**config.mk**
```make
export PLATFORM = sky130hd
export DESIGN_NAME = pmrom_reader
export DESIGN_NICKNAME = d
export VERILOG_FILES = /design/src/rtl/pmrom_pkg.sv /design/src/rtl/pmrom_cfg_sel.sv /design/src/rtl/pmrom_page_trk.sv /design/src/rtl/pmrom_wait_ctr.sv /design/src/rtl/pmrom_reader.sv
export SDC_FILE = /design/constraint.sdc
export NUM_CORES = 1
export LEC_CHECK = 0
export BUFFER_PORTS_ARGS = -buffer_cell sky130_fd_sc_hd__buf_4
export CAP_MARGIN = 25
export CORE_UTILIZATION = 47
export DETAILED_ROUTE_END_ITERATION = 10
export MAX_ROUTING_LAYER = met4
export PLACE_DENSITY = 0.77
export SYNTH_ARGS = -nofsm -noshare
export SYNTH_HDL_FRONTEND = slang
export SYNTH_HIERARCHICAL = 1
export SYNTH_SLANG_ARGS = --single-unit
```
**constraint.sdc**
```tcl
create_clock -name clk -period 2.35 [get_ports clk]
set_input_delay 0.3525 -clock clk [delete_from_list [all_inputs] [get_ports clk]]
set_output_delay 0.3525 -clock clk [all_outputs]
set_load 0.01 [all_outputs]
```
**src/rtl/pmrom_pkg.sv**
```systemverilog
package pmrom_pkg;

  // Controller phases
  typedef enum logic [1:0] {
    ST_IDLE  = 2'd0,
    ST_WAIT  = 2'd1,
    ST_FLOAT = 2'd2
  } rd_state_e;

  // Slot index of each timing count in the packed configuration vector
  localparam int unsigned K_RAND  = 0;
  localparam int unsigned K_PAGE  = 1;
  localparam int unsigned K_OE    = 2;
  localparam int unsigned K_FLOAT = 3;
  localparam int unsigned K_IDLE  = 4;
  localparam int unsigned K_NUM   = 5;

endpackage

```
**src/rtl/pmrom_cfg_sel.sv**
```systemverilog
// Resolves each timing count: a zero field falls back to its default,
// and a result is never below one cycle.
module pmrom_cfg_sel #(
  parameter int unsigned       CW   = 8,
  parameter int unsigned       NV   = 5,
  parameter logic [NV*CW-1:0]  DEFS = '0
) (
  input  logic [NV*CW-1:0] raw_i,
  output logic [NV*CW-1:0] eff_o
);

  for (genvar i = 0; i < NV; i++) begin : g_fld
    localparam logic [CW-1:0] DEF_I   = DEFS[i*CW +: CW];
    localparam logic [CW-1:0] FALLBCK = (DEF_I != '0) ? DEF_I : CW'(1);
    logic [CW-1:0] fld;
    assign fld                = raw_i[i*CW +: CW];
    assign eff_o[i*CW +: CW]  = (fld != '0) ? fld : FALLBCK;
  end

endmodule

```
**src/rtl/pmrom_page_trk.sv**
```systemverilog
// Remembers which page (upper address bits plus width) is open on the ROM.
module pmrom_page_trk #(
  parameter int unsigned KW = 18
) (
  input  logic          clk,
  input  logic          rst_n,
  input  logic          open_i,
  input  logic          close_i,
  input  logic [KW-1:0] key_i,
  input  logic          mode_i,
  output logic          hit_o
);

  logic          vld_q;
  logic [KW-1:0] key_q;
  logic          mode_q;

  always_ff @(posedge clk) begin
    if (!rst_n) begin
      vld_q  <= 1'b0;
      key_q  <= '0;
      mode_q <= 1'b0;
    end else if (open_i) begin
      vld_q  <= 1'b1;
      key_q  <= key_i;
      mode_q <= mode_i;
    end else if (close_i) begin
      vld_q  <= 1'b0;
    end
  end

  assign hit_o = vld_q && (key_q == key_i) && (mode_q == mode_i);

endmodule

```
**src/rtl/pmrom_wait_ctr.sv**
```systemverilog
// Loadable down counter; last_o marks the final cycle of a loaded interval.
module pmrom_wait_ctr #(
  parameter int unsigned CW = 8
) (
  input  logic          clk,
  input  logic          rst_n,
  input  logic          load_i,
  input  logic [CW-1:0] val_i,
  output logic          last_o
);

  logic [CW-1:0] cnt_q;

  always_ff @(posedge clk) begin
    if (!rst_n)              cnt_q <= '0;
    else if (load_i)         cnt_q <= val_i;
    else if (cnt_q != '0)    cnt_q <= cnt_q - CW'(1);
  end

  assign last_o = (cnt_q == CW'(1));

endmodule

```
**src/rtl/pmrom_reader.sv**
```systemverilog
module pmrom_reader
  import pmrom_pkg::*;
#(
  parameter int unsigned AW        = 22,
  parameter int unsigned DW        = 16,
  parameter int unsigned CW        = 8,
  parameter int unsigned PB        = 4,
  parameter int unsigned DEF_RAND  = 30,
  parameter int unsigned DEF_PAGE  = 7,
  parameter int unsigned DEF_OE    = 7,
  parameter int unsigned DEF_FLOAT = 5,
  parameter int unsigned DEF_IDLE  = 16
) (
  input  logic          clk,
  input  logic          rst_n,
  input  logic          req_valid,
  output logic          req_ready,
  input  logic [AW-1:0] req_addr,
  input  logic          req_byte,
  input  logic [CW-1:0] cfg_rand_cyc,
  input  logic [CW-1:0] cfg_page_cyc,
  input  logic [CW-1:0] cfg_oe_cyc,
  input  logic [CW-1:0] cfg_float_cyc,
  input  logic [CW-1:0] cfg_idle_cyc,
  output logic          rsp_valid,
  output logic [DW-1:0] rsp_data,
  output logic [AW-1:0] rom_addr,
  output logic          rom_ce_n,
  output logic          rom_oe_n,
  output logic          rom_byte_n,
  input  logic [DW-1:0] rom_dq,
  output logic          bus_free
);

  localparam int unsigned BW = DW / 2;
  localparam int unsigned KW = AW - PB;
  localparam logic [K_NUM*CW-1:0] DEFS = {CW'(DEF_IDLE), CW'(DEF_FLOAT),
                                          CW'(DEF_OE), CW'(DEF_PAGE),
                                          CW'(DEF_RAND)};

  // Timing counts after default substitution
  logic [K_NUM*CW-1:0] cfg_raw, cfg_eff;
  logic [CW-1:0]       t_rand, t_page, t_oe, t_float, t_idle, t_miss;

  assign cfg_raw = {cfg_idle_cyc, cfg_float_cyc, cfg_oe_cyc,
                    cfg_page_cyc, cfg_rand_cyc};

  pmrom_cfg_sel #(.CW(CW), .NV(K_NUM), .DEFS(DEFS)) u_cfg (
    .raw_i (cfg_raw),
    .eff_o (cfg_eff)
  );

  assign t_rand  = cfg_eff[K_RAND*CW  +: CW];
  assign t_page  = cfg_eff[K_PAGE*CW  +: CW];
  assign t_oe    = cfg_eff[K_OE*CW    +: CW];
  assign t_float = cfg_eff[K_FLOAT*CW +: CW];
  assign t_idle  = cfg_eff[K_IDLE*CW  +: CW];
  // A fresh access needs both the address time and the output-enable lead
  assign t_miss  = (t_rand > t_oe) ? t_rand : t_oe;

  // State
  rd_state_e     state_q;
  logic [AW-1:0] addr_q;
  logic          byte_q;
  logic          en_q;
  logic          rsp_valid_q;
  logic [DW-1:0] rsp_data_q;

  logic          acc, page_hit, idle_close, wait_done, tmr_last, tmr_load;
  logic [CW-1:0] tmr_val;
  logic [AW-1:0] acc_addr;

  assign acc        = req_valid && (state_q == ST_IDLE);
  assign wait_done  = (state_q == ST_WAIT) && tmr_last;
  assign idle_close = (state_q == ST_IDLE) && en_q && tmr_last && !req_valid;

  // Word reads drive address bit 0 low; byte reads keep it
  assign acc_addr = {req_addr[AW-1:1], req_byte & req_addr[0]};

  pmrom_page_trk #(.KW(KW)) u_page (
    .clk     (clk),
    .rst_n   (rst_n),
    .open_i  (acc),
    .close_i (idle_close),
    .key_i   (req_addr[AW-1:PB]),
    .mode_i  (req_byte),
    .hit_o   (page_hit)
  );

  // One timer serves the access wait, the idle countdown and the float window
  always_comb begin
    tmr_load = acc || wait_done || idle_close;
    if (acc)             tmr_val = (page_hit && en_q) ? t_page : t_miss;
    else if (wait_done)  tmr_val = t_idle;
    else                 tmr_val = t_float;
  end

  pmrom_wait_ctr #(.CW(CW)) u_tmr (
    .clk    (clk),
    .rst_n  (rst_n),
    .load_i (tmr_load),
    .val_i  (tmr_val),
    .last_o (tmr_last)
  );

  always_ff @(posedge clk) begin
    if (!rst_n) begin
      state_q     <= ST_IDLE;
      addr_q      <= '0;
      byte_q      <= 1'b0;
      en_q        <= 1'b0;
      rsp_valid_q <= 1'b0;
      rsp_data_q  <= '0;
    end else begin
      rsp_valid_q <= 1'b0;
      case (state_q)
        ST_IDLE: begin
          if (acc) begin
            addr_q  <= acc_addr;
            byte_q  <= req_byte;
            en_q    <= 1'b1;
            state_q <= ST_WAIT;
          end else if (idle_close) begin
            en_q    <= 1'b0;
            state_q <= ST_FLOAT;
          end
        end
        ST_WAIT: begin
          if (tmr_last) begin
            rsp_valid_q <= 1'b1;
            rsp_data_q  <= byte_q ? {{(DW-BW){1'b0}}, rom_dq[BW-1:0]} : rom_dq;
            state_q     <= ST_IDLE;
          end
        end
        ST_FLOAT: begin
          if (tmr_last) state_q <= ST_IDLE;
        end
        default: state_q <= ST_IDLE;
      endcase
    end
  end

  assign req_ready  = (state_q == ST_IDLE);
  assign rsp_valid  = rsp_valid_q;
  assign rsp_data   = rsp_data_q;
  assign rom_addr   = addr_q;
  assign rom_ce_n   = ~en_q;
  assign rom_oe_n   = ~en_q;
  assign rom_byte_n = ~byte_q;
  assign bus_free   = !en_q && (state_q == ST_IDLE);

endmodule

```
Word level (Yosys, flattened, before mapping)
Index checks and enable logic that the tools add are counted.
Storage, ports and cells
  output and inout bits: 44
  word-level logic and storage cells: 69
  input port bits: 82
  bits in registers: 71
Operators by class
  bitwise logic cells: 3
  eq/ne operators: 7
  reduce and logical (&&, ||, !) cells: 28
  $lt $le $gt $ge: 1
  multiplexer cells: 19
  $add $sub $neg: 1
Operators by type and width (number)
  2-to-1 mux 8 bit: 11
  nonzero test 8 bit: 6
  == test 18 bit: 1
  2-to-1 mux 16 bit: 1
  AND reduction 2 bit: 5
  logical AND 1 bit: 9
  == test 8 x 1 -> 1 bit (second input constant): 1
  > comparator 8 bit: 1
  subtractor 8 x 1 -> 8 bit (second input constant): 1
  2-to-1 mux 2 bit: 3
  case mux 2 bit (2 select lines): 1
  nonzero test 2 bit: 2
  2-to-1 mux 1 bit: 3
  inequality test 3 x 1 -> 1 bit (second input constant): 1
  == test 2 x 1 -> 1 bit (second input constant): 1
  == test 2 bit (second input constant): 1
  zero test 1 bit: 2
  zero test 2 bit: 1
  logical OR 1 bit: 2
  inequality test 2 x 1 -> 1 bit (second input constant): 1
  inverter 1 bit: 2
  OR reduction 2 bit: 1
  AND 1 bit: 1
  == test 1 bit: 1

Depth between registers and ports, before layout
Gate-level depths: netlist of the first run.
  depth in word-level cells: 7
  mapped depth: 13
  gate-level depth less buffers: 12

Modules after synthesis
Netlist of the first run, hierarchy kept.
Modules (own cells, without submodules)
  pmrom_reader: cells each 300, times used 1, area each 2282.2 um2, seq. area each 860.8 um2
  pmrom_page_trk: cells each 90, times used 1, area each 953.4 um2, seq. area each 400.4 um2
  pmrom_wait_ctr: cells each 53, times used 1, area each 496.7 um2, seq. area each 160.2 um2
  pmrom_cfg_sel: cells each 58, times used 1, area each 311.5 um2, seq. area each 0.0 um2

Worst setup path after synthesis of the first run
OpenSTA, ideal clock, no wires.
  kind: input to register
  start: in cfg_rand_cyc[4]
  end: reg u_tmr.cnt_q[1]
  stages on the path: 11
  data arrival time: 2.307 ns
  required time: 2.292 ns
  setup time: 0.058 ns
  buffers on the path: 0
  slack: -0.015 ns
  path through: nor4_1 a21o_1 ha_1 nor2b_1 o211ai_1 a211o_1 nand3_1 a31oi_1 nand2_1 o211ai_2 o211a_1
On the way
  longest elaborated chain between the ends: 7
RTL lines
  start, declared: line pmrom_reader.sv:20  | input logic [CW-1:0] cfg_rand_cyc,
  nonzero test 8 bit (*): line pmrom_cfg_sel.sv:17  | assign eff_o[i*CW +: CW] = (fld != '0) ? fld : FALLBCK;
  2-to-1 mux 8 bit (*): line pmrom_cfg_sel.sv:17
  via cfg_eff[1]: line pmrom_reader.sv:42  | logic [K_NUM*CW-1:0] cfg_raw, cfg_eff;
  > comparator 8 bit: line pmrom_reader.sv:59  | assign t_miss = (t_rand > t_oe) ? t_rand : t_oe;
  2-to-1 mux 8 bit (*): line pmrom_reader.sv:59
  2-to-1 mux 8 bit (*) (2 in series): line pmrom_reader.sv:93  | if (acc) tmr_val = (page_hit && en_q) ? t_page : t_miss;
  via tmr_val[1]: line pmrom_reader.sv:70  | logic [CW-1:0] tmr_val;
  2-to-1 mux 8 bit (*): line pmrom_wait_ctr.sv:16  | else if (load_i) cnt_q <= val_i;
  end signal, assigned: line pmrom_wait_ctr.sv:16
  end signal, assigned: line pmrom_wait_ctr.sv:17  | else if (cnt_q != '0) cnt_q <= cnt_q - CW'(1);
  end, declared: line pmrom_wait_ctr.sv:12  | logic [CW-1:0] cnt_q;
Mark *: on every way through the listed nets, which the timed path passes. The rest lies on a longest branch.
A chain may end at the register's enable or synchronous reset.

Worst setup path after layout of the first run
  start: in cfg_rand_cyc[6]
  end: reg u_tmr.cnt_q[5]
On the way
  longest elaborated chain between the ends: 7
RTL lines (line)
  nonzero test 8 bit: pmrom_cfg_sel.sv:17
  2-to-1 mux 8 bit: pmrom_cfg_sel.sv:17
  via cfg_eff[1]: pmrom_reader.sv:42
  > comparator 8 bit: pmrom_reader.sv:59
  2-to-1 mux 8 bit: pmrom_reader.sv:59
  2-to-1 mux 8 bit (2 in series): pmrom_reader.sv:93
  via tmr_val[5]: pmrom_reader.sv:70
  2-to-1 mux 8 bit: pmrom_wait_ctr.sv:16
The timed path passes the listed nets, and every way through them passes these cells.

==> results of run 1 <==
power by group through the flow:
stage                     clock network, µW  logic, µW  registers, µW
after global routing                   1060       1280           1470
after detailed placement                  0       1150           1490
final                                   960       1160           1460
after CTS                               997       1150           1460
after floorplan                           0        742           1480
after global placement                    0       1120           1480
per-layer routing:
metal	global-route usage	share of wire
met1	0.2912	0.46
met2	0.3693	0.46
met5	-	0
met3	0.04428	0.058
met4	0.08965	0.015
kinds of logic after synthesis:
family,after synthesis
AO/OA/AOI/OAI,100
AND/OR/NAND/NOR,196
XOR/XNOR,25
buffers and inverters,68
multiplexers,28
adder cells (fa/ha/maj),13
flip-flops,71
timing repair:
item / CTS / global route
gates resized for setup: 0 / 7
setup buffers: 0 / 0
endpoints found under the setup margin: 0 / 7
flip-flops by register name (all words and copies together) (netlist names):
register	flops
rom_addr	22
u_page/key_q	18
rsp_data	16
u_tmr/cnt_q	8
state_q	2
byte_q	1
en_q	1
rsp_valid	1
u_page/mode_q	1
u_page/vld_q	1
how the worst min path moves through the flow:
| stage | depth (start not counted) | start | end | slack (ps) |
|---|---|---|---|---|
| final | 3 | req_addr[1] | rom_addr[1] | 260 |
| after global routing | 3 | req_addr[1] | rom_addr[1] | 250 |
| after CTS | 3 | req_addr[1] | rom_addr[1] | 240 |
| after detailed placement | 2 | rom_addr[0] | rom_addr[0] | 450 |
| after global placement | 2 | rom_addr[0] | rom_addr[0] | 440 |
| after floorplan | 2 | byte_q | byte_q | 440 |
synth_stat cells (2+ instances only):
master	n
o41ai_1	2
inv_1	18
and2_1	2
nand2_1	81
a21boi_0	27
nor3_1	8
nor2b_1	32
o21ai_0	17
o21a_1	2
a31oi_1	8
nand4_2	2
nand3_1	10
o21ai_1	2
buf_4	2
nand4_1	3
a21boi_1	5
a21oi_1	16
buf_2	7
nor4_1	11
dfxtp_1	71
a211oi_2	4
nor2_1	29
nor3_2	2
clkbuf_1	36
ha_1	13
xnor2_1	10
xor2_1	15
a21o_1	10
mux2i_1	28
and3_1	9
inv_2	2
final cells by class:
class                      instances  area, µm²
clock buffer                      10      127.6
clock inverter                     6      68.82
fill                             725       2930
inverter                          20      75.07
multi-input combinational        362       2355
sequential                        71       1421
tap                              105      131.4
timing repair buffer             153       1149
metrics by stage:
step	std cells	hold WS (ps)	power, µW	setup slack [ps]
2_1_floorplan	501	443.5	2226	92.66
3_3_place_gp	711	440.5	2599	-171.7
4_1_cts	727	243.2	3610	66.93
6_report	727	255.3	3580	94.94
5_1_grt	727	250.7	3812	13.99
3_5_place_dp	711	446.9	2636	-284.7
cells in the final DEF, fill, tap and decap left out, types with 2 or more instances in the layout:
| master | instances |
|---|---|
| a211oi_2 | 4 |
| a21boi_0 | 27 |
| a21boi_1 | 5 |
| a21o_1 | 10 |
| a21oi_1 | 16 |
| a31oi_1 | 8 |
| and3_1 | 9 |
| buf_4 | 153 |
| clkbuf_8 | 9 |
| clkinv_4 | 2 |
| dfxtp_1 | 71 |
| ha_1 | 13 |
| inv_1 | 18 |
| inv_2 | 2 |
| mux2i_1 | 28 |
| nand2_1 | 81 |
| nand3_1 | 10 |
| nand4_1 | 3 |
| nand4_2 | 2 |
| nor2_1 | 29 |
| nor2b_1 | 32 |
| nor3_1 | 7 |
| nor3_2 | 3 |
| nor4_1 | 9 |
| nor4_4 | 2 |
| o21a_1 | 2 |
| o21ai_0 | 15 |
| o21ai_1 | 4 |
| o41ai_1 | 2 |
| xnor2_1 | 10 |
| xor2_1 | 15 |
worst max-delay path: cells and delay by family:
| family | cells | cell delay, ps |
|---|---|---|
| AND/OR/NAND/NOR | 3 | 590 |
| adder cells (fa/ha/maj) | 1 | 250 |
| AO/OA/AOI/OAI | 6 | 990 |
| buffers and inverters | 2 | 290 |
==> key figures, run 1 <==
GRT
  • Pin count of the biggest net entering global routing: 67
  • First-pass GRT wire length: 15820 µm
  • Gr usage total: 0.2325
  • Initial antenna violation count: 0
  • Vias in the first global route: around 3500
  • Grt total ovfl: 0

Clocking
  • Hold buffers post-CTS: 0
  • Htree depth: 3
  • TritonCTS Buffers: 9
  • Clk buf depth: 2
  • Clock sinks: 71
  • Clk Latency, worst-skew pair: 350 ps
  • Root Driver: clkbuf_8
  • Worst-path clk slew: 90 ps
  • CTS tree: yes

Yosys
  • Largest family of logic cells by synthesized area: simple AND/OR/NAND/NOR gates
  • Post-synth EDFFs: 0
  • Count of cell types in the netlist: 48
  • Mux share of post-synthesis cell area: 0.06931
  • Largest cells by area after synthesis: dfxtp_1, nand2_1, mux2i_1
  • Avg Cell Area, Syn: 8.072 µm²
  • FFs w/ async S/R, synth: 0
  • Cell Area, Synth: 4044 µm²
  • Area leader, netlist: dfxtp_1
  • Synth Area in Compound Gates: 0.1699
  • Post-synthesis adder-cell area fraction: 0.04022
  • Flop and latch count out of synthesis: 71
  • Net Count, Synth: 596
  • Synth top area share: 0.3515
  • Synth warn: 6
  • Mapped Cells: 501
  • Simple-Gate Fraction of Synth Area: 0.2416
  • Register area share after synthesis: 0.3515
  • Main synth FF type: dfxtp_1
  • Synth Area in XOR/XNOR: 0.05415

Timing
  • Final-report setup violation count: 0
  • Final hold violation count: 0
  • Final worst path period need: about 2300 ps
  • Final Cycle Share: 0.9596
  • Worst Skew: roughly 19 ps
  • Final Max Tran Viols: 0
  • Slew headroom: 0.5637
  • Least-Margin Pin Slew: 648.5 ps
  • Fmax: 443.4 MHz
  • Sum of negative setup slack: 0 ps
  • RSZ-0062 raised after global routing: no

Power
  • Comb power frac: 0.324
  • Sw frac: 0.3269
  • Peak VDD IR: 0.0003473 V
  • Clock share of power: 0.268
  • Sw power: roughly 1200 µW
  • Internal power: 2409 µW
  • Leakage: 0.002421 µW
  • Seq pwr share: 0.408
  • PwrDens: 671.9 nW/µm²

Place
  • PortBufs: ~130
  • GP Congestion: 0.9556
  • Final HPWL DP: 7656 µm
  • Area after DPL: approximately 5100 µm²

Final layout
  • Final core utilization: 0.6452
  • Layout area overhead: 31.75%
  • Share of cells above drive strength 1: 0.3055
  • Diode count: 0
  • Final instance area: 5328 µm²
  • Final net count: 712

Floorplan
  • Die W: around 95 µm
  • Total die area: 8979 µm²
  • Starting Density: 0.4897
  • Vert. Die Dim: 94.76 µm
  • Ports: between 100 and 150
  • Core area: 8258 µm²
  • # rows: 33

Critical path
  • R2r endpoint: u_tmr/cnt_q[2]
  • Slowest stage delay, CP: 340 ps
  • Crit-path cells: buf_4 > nor4_4 > a21o_1 > ha_1 > nor2b_1 > o211ai_1 > a211oi_2 > buf_4 > o21ai_0 > a31oi_1 > nor2_1 > a211oi_2
  • CP Capture Point: u_tmr/cnt_q[5]
  • Slowest cell on crit path: nor4_4
  • Worst Path Required: 2580 ps
  • R2R setup slack: 200 ps
  • Crit. End Element: flop
  • Crit start category: primary input
  • Crit path DAT: 2490 ps
  • R2R Path Start: u_tmr/cnt_q[4]
  • CP max FO: 8
  • CP Launch Point: cfg_rand_cyc[6]
  • Reg2Reg Depth: 10
  • Critical path class: primary input to flop

Worst hold path
  • Hold Crit Class: primary input to flop

Detailed routing
  • Routed WL: slightly above 10000 µm
  • Drt first pass iters: 4
  • Vias: 3769
  • DRC violations left: 0
  • Antenna-violating nets left: 0
  • Starting DRT DRC Count: 173
  • Via density: 5.184
  • Routed wire per std cell: 13.91 µm

Run
  • Max-Cap Viols: 0

Status
  • Status: finished clean
(Power assumes the default switching activity.)
==> run 2, diff against run 1 <==
--- a/config.mk
+++ b/config.mk
@@ -7,11 +7,10 @@
 export LEC_CHECK = 0
 export BUFFER_PORTS_ARGS = -buffer_cell sky130_fd_sc_hd__buf_4
 export CAP_MARGIN = 25
-export CORE_UTILIZATION = 47
+export CORE_UTILIZATION = 44
 export DETAILED_ROUTE_END_ITERATION = 10
 export MAX_ROUTING_LAYER = met4
 export PLACE_DENSITY = 0.77
 export SYNTH_ARGS = -nofsm -noshare
 export SYNTH_HDL_FRONTEND = slang
-export SYNTH_HIERARCHICAL = 1
 export SYNTH_SLANG_ARGS = --single-unit
==> run 2 against run 1 <==
Compared with the run above: the run now ends with negative setup slack left; cell area decreased by 14%; critical path type unchanged; wire length fell by 3.2%; clock-buffer cell count down 4.
==> key figures, run 2 <==
Status
  • Status: complete, but fails checks
  • Failing checks: negative setup slack

Yosys
  • Simple-Gate Fraction of Synth Area: 0.2715
  • Count of cell types in the netlist: 60
  • Area leader, netlist: dfxtp_1
  • Mapped Cells: 399
  • Avg Cell Area, Syn: 7.796 µm²
  • Post-synthesis adder-cell area fraction: 0.04827
  • Post-synth EDFFs: 0
  • Register area share after synthesis: 0.3347
  • Top cells by count, synth: nand2_1, a21oi_1, dfxtp_1, nor2_1
  • FFs w/ async S/R, synth: 0
  • Mux share of post-synthesis cell area: 0.009654
  • Main synth FF type: dfxtp_1
  • Synth top area share: 0.3347
  • Synth Area in XOR/XNOR: 0.05913
  • Net Count, Synth: 493
  • Cell Area, Synth: 3110 µm²
  • Synth warn: 0
  • Largest cells by area after synthesis: dfxtp_1, nand2_1, a21oi_1
  • Synth Area in Compound Gates: 0.2192
  • Most frequent cell after synthesis: nand2_1
  • Largest family of logic cells by synthesized area: simple AND/OR/NAND/NOR gates
  • Flop and latch count out of synthesis: 52

Timing
  • Final Max Tran Viols: 0
  • Final worst path period need: 2519 ps
  • Worst Skew: a little over 6 ps
  • Final-report setup violation count: 8
  • Least-Margin Pin Slew: 612.2 ps
  • Final Cycle Share: 1.072
  • Final WS setup: -168.8 ps
  • RSZ-0062 raised after global routing: yes
  • Slew headroom: 0.5900
  • Final hold violation count: 0
  • Fmax: 397.0 MHz

Detailed routing
  • Routed WL: approximately 10000 µm
  • Drt first pass iters: 4
  • Vias: 3492
  • Uppermost layer routed: met4
  • Metal2 WL: 4916 µm
  • Met1 WL: 4202 µm
  • Routed wire per std cell: about 15 µm
  • Starting DRT DRC Count: 196
  • Antenna-violating nets left: 0
  • Met3 Wirelength: 479 µm
  • DRC violations left: 0
  • Via density: ~5.4

GRT
  • Initial antenna violation count: 0
  • Vias in the first global route: 3315
  • Gr usage total: 0.2620
  • Pin count of the biggest net entering global routing: 29
  • Grt total ovfl: 0
  • First-pass GRT wire length: 15060 µm

Clocking
  • CTS tree: yes
  • Clk buf depth: 2
  • TritonCTS Buffers: 5
  • Root Driver: clkbuf_8
  • Clock sinks: 52
  • Clk Latency, worst-skew pair: about 310 ps
  • Worst-path clk slew: 100 ps
  • Hold buffers post-CTS: 0
  • Htree depth: 2

Place
  • Final HPWL DP: 7442 µm
  • GP Congestion: 0.8543
  • PortBufs: 125
  • Place WS: -530.0 ps
  • Area after DPL: 4329 µm²

Critical path
  • Critical path class: primary input to flop
  • R2R setup slack: 250 ps
  • Crit start category: primary input
  • CP max FO: 6
  • CP Launch Point: cfg_rand_cyc[6]
  • R2R Path Start: u_tmr.cnt_q[4]
  • Worst Path Required: around 2600 ps
  • Crit path DAT: approximately 2700 ps
  • Crit. End Element: flop

Power
  • Seq pwr share: 0.387
  • Clock share of power: 0.245
  • PwrDens: 585.5 nW/µm²
  • Power, Total: 2697 µW
  • Sw power: around 890 µW
  • Sw frac: 0.3310
  • Internal power: around 1800 µW
  • Leakage: ~0.0021 µW
  • Comb power frac: 0.368
  • Peak VDD IR: 0.0003459 V

Final layout
  • Final net count: 640
  • Most common cell after layout, fill and taps aside: buf_4
  • Diode count: 0
  • Number of flip-flops under the largest register name: 16
  • Layout area overhead: 48.07%
  • Final instance area: 4606 µm²
  • Share of cells above drive strength 1: 0.3784
  • Commonest non-fill, non-tap cells in the layout: buf_4, nand2_1, dfxtp_1

Run
  • Max-Cap Viols: 0

Floorplan
  • Total die area: 7410 µm²
  • Starting Density: 0.4578
  • # rows: 30
  • Core area: between 6000 and 7000 µm²
  • Ports: between 100 and 150
  • Vert. Die Dim: 86.08 µm
  • Die W: around 86 µm

Worst hold path
  • Hold Crit Class: primary input to flop
  • Hold path startpoint: req_addr[3]
==> run 2: area by class of cell <==
cell class | count | area [µm²]
clock buffers | 6 | 82.58
multi-input cells | 310 | 2036
inverters | 16 | 60.06
flip-flops and latches | 52 | 1041
repair buffers | 161 | 1227
clock inverters | 2 | 38.79
fillers | 576 | 2188
well taps | 96 | 120.1
==> run 2: path summary, 6_finish.rpt <==
path / end / cells past startpoint
hold reg to reg: rom_addr[1] / 2
setup / recovery: u_tmr.cnt_q[6] / 12
setup reg to reg: u_tmr.cnt_q[0] / 6
hold / removal: rom_addr[3] / 3
==> run 2: power by group through the flow <==
stage / Clock, µW / Combinational (µW) / Sequential (µW)
6_report: 661 / 991 / 1040
5_1_grt: 706 / 1070 / 1060
4_1_cts: 670 / 945 / 1040
3_5_place_dp: 0 / 932 / 1060
3_3_place_gp: 0 / 905 / 1060
2_1_floorplan: 0 / 566 / 1060
==> run 2: what timing repair did <==
action,CTS,global route
pin swaps,7,18
setup buffers,3,5
setup endpoints to repair,8,8
resized for setup,7,14
==> run 2: worst max-delay path, cell delays in order <==
cell and delay, ps:
buf_6 90, or4_4 540, nor3_4 240, or2_4 170
ha_4 120, and4_4 230, nand4_1 150, buf_4 180
o31ai_4 90, o21ai_2 110, o211a_1 140, o311a_1 290
==> run 2: kinds of logic after synthesis <==
kind of cell    after synthesis
flops                        52
buf+inv                      37
xor+xnor                     21
simple gates                168
mux                           3
fa+ha+maj                    12
compound gates              106
==> run 2: stage by stage <==
step / TNS, ps / instances / hold slack [ps] / util
2_1_floorplan: -1133 / 399 / 456.6 / -
3_3_place_gp: -2989 / 627 / 443.4 / 0.6372
3_5_place_dp: -3514 / 627 / 449.5 / 0.6372
4_1_cts: -333.2 / 638 / 276.1 / 0.6634
5_1_grt: -1281 / 643 / 284.1 / 0.6779
6_report: -876.4 / 643 / 276.1 / 0.6779
==> run 2: metal layers <==
metal  track usage  vias to the layer above
met3       0.03850                       21
met2        0.4473                      111
li1              -                     1702
met1        0.3176                     1658
met5             -                        -
met4       0.08182                        0
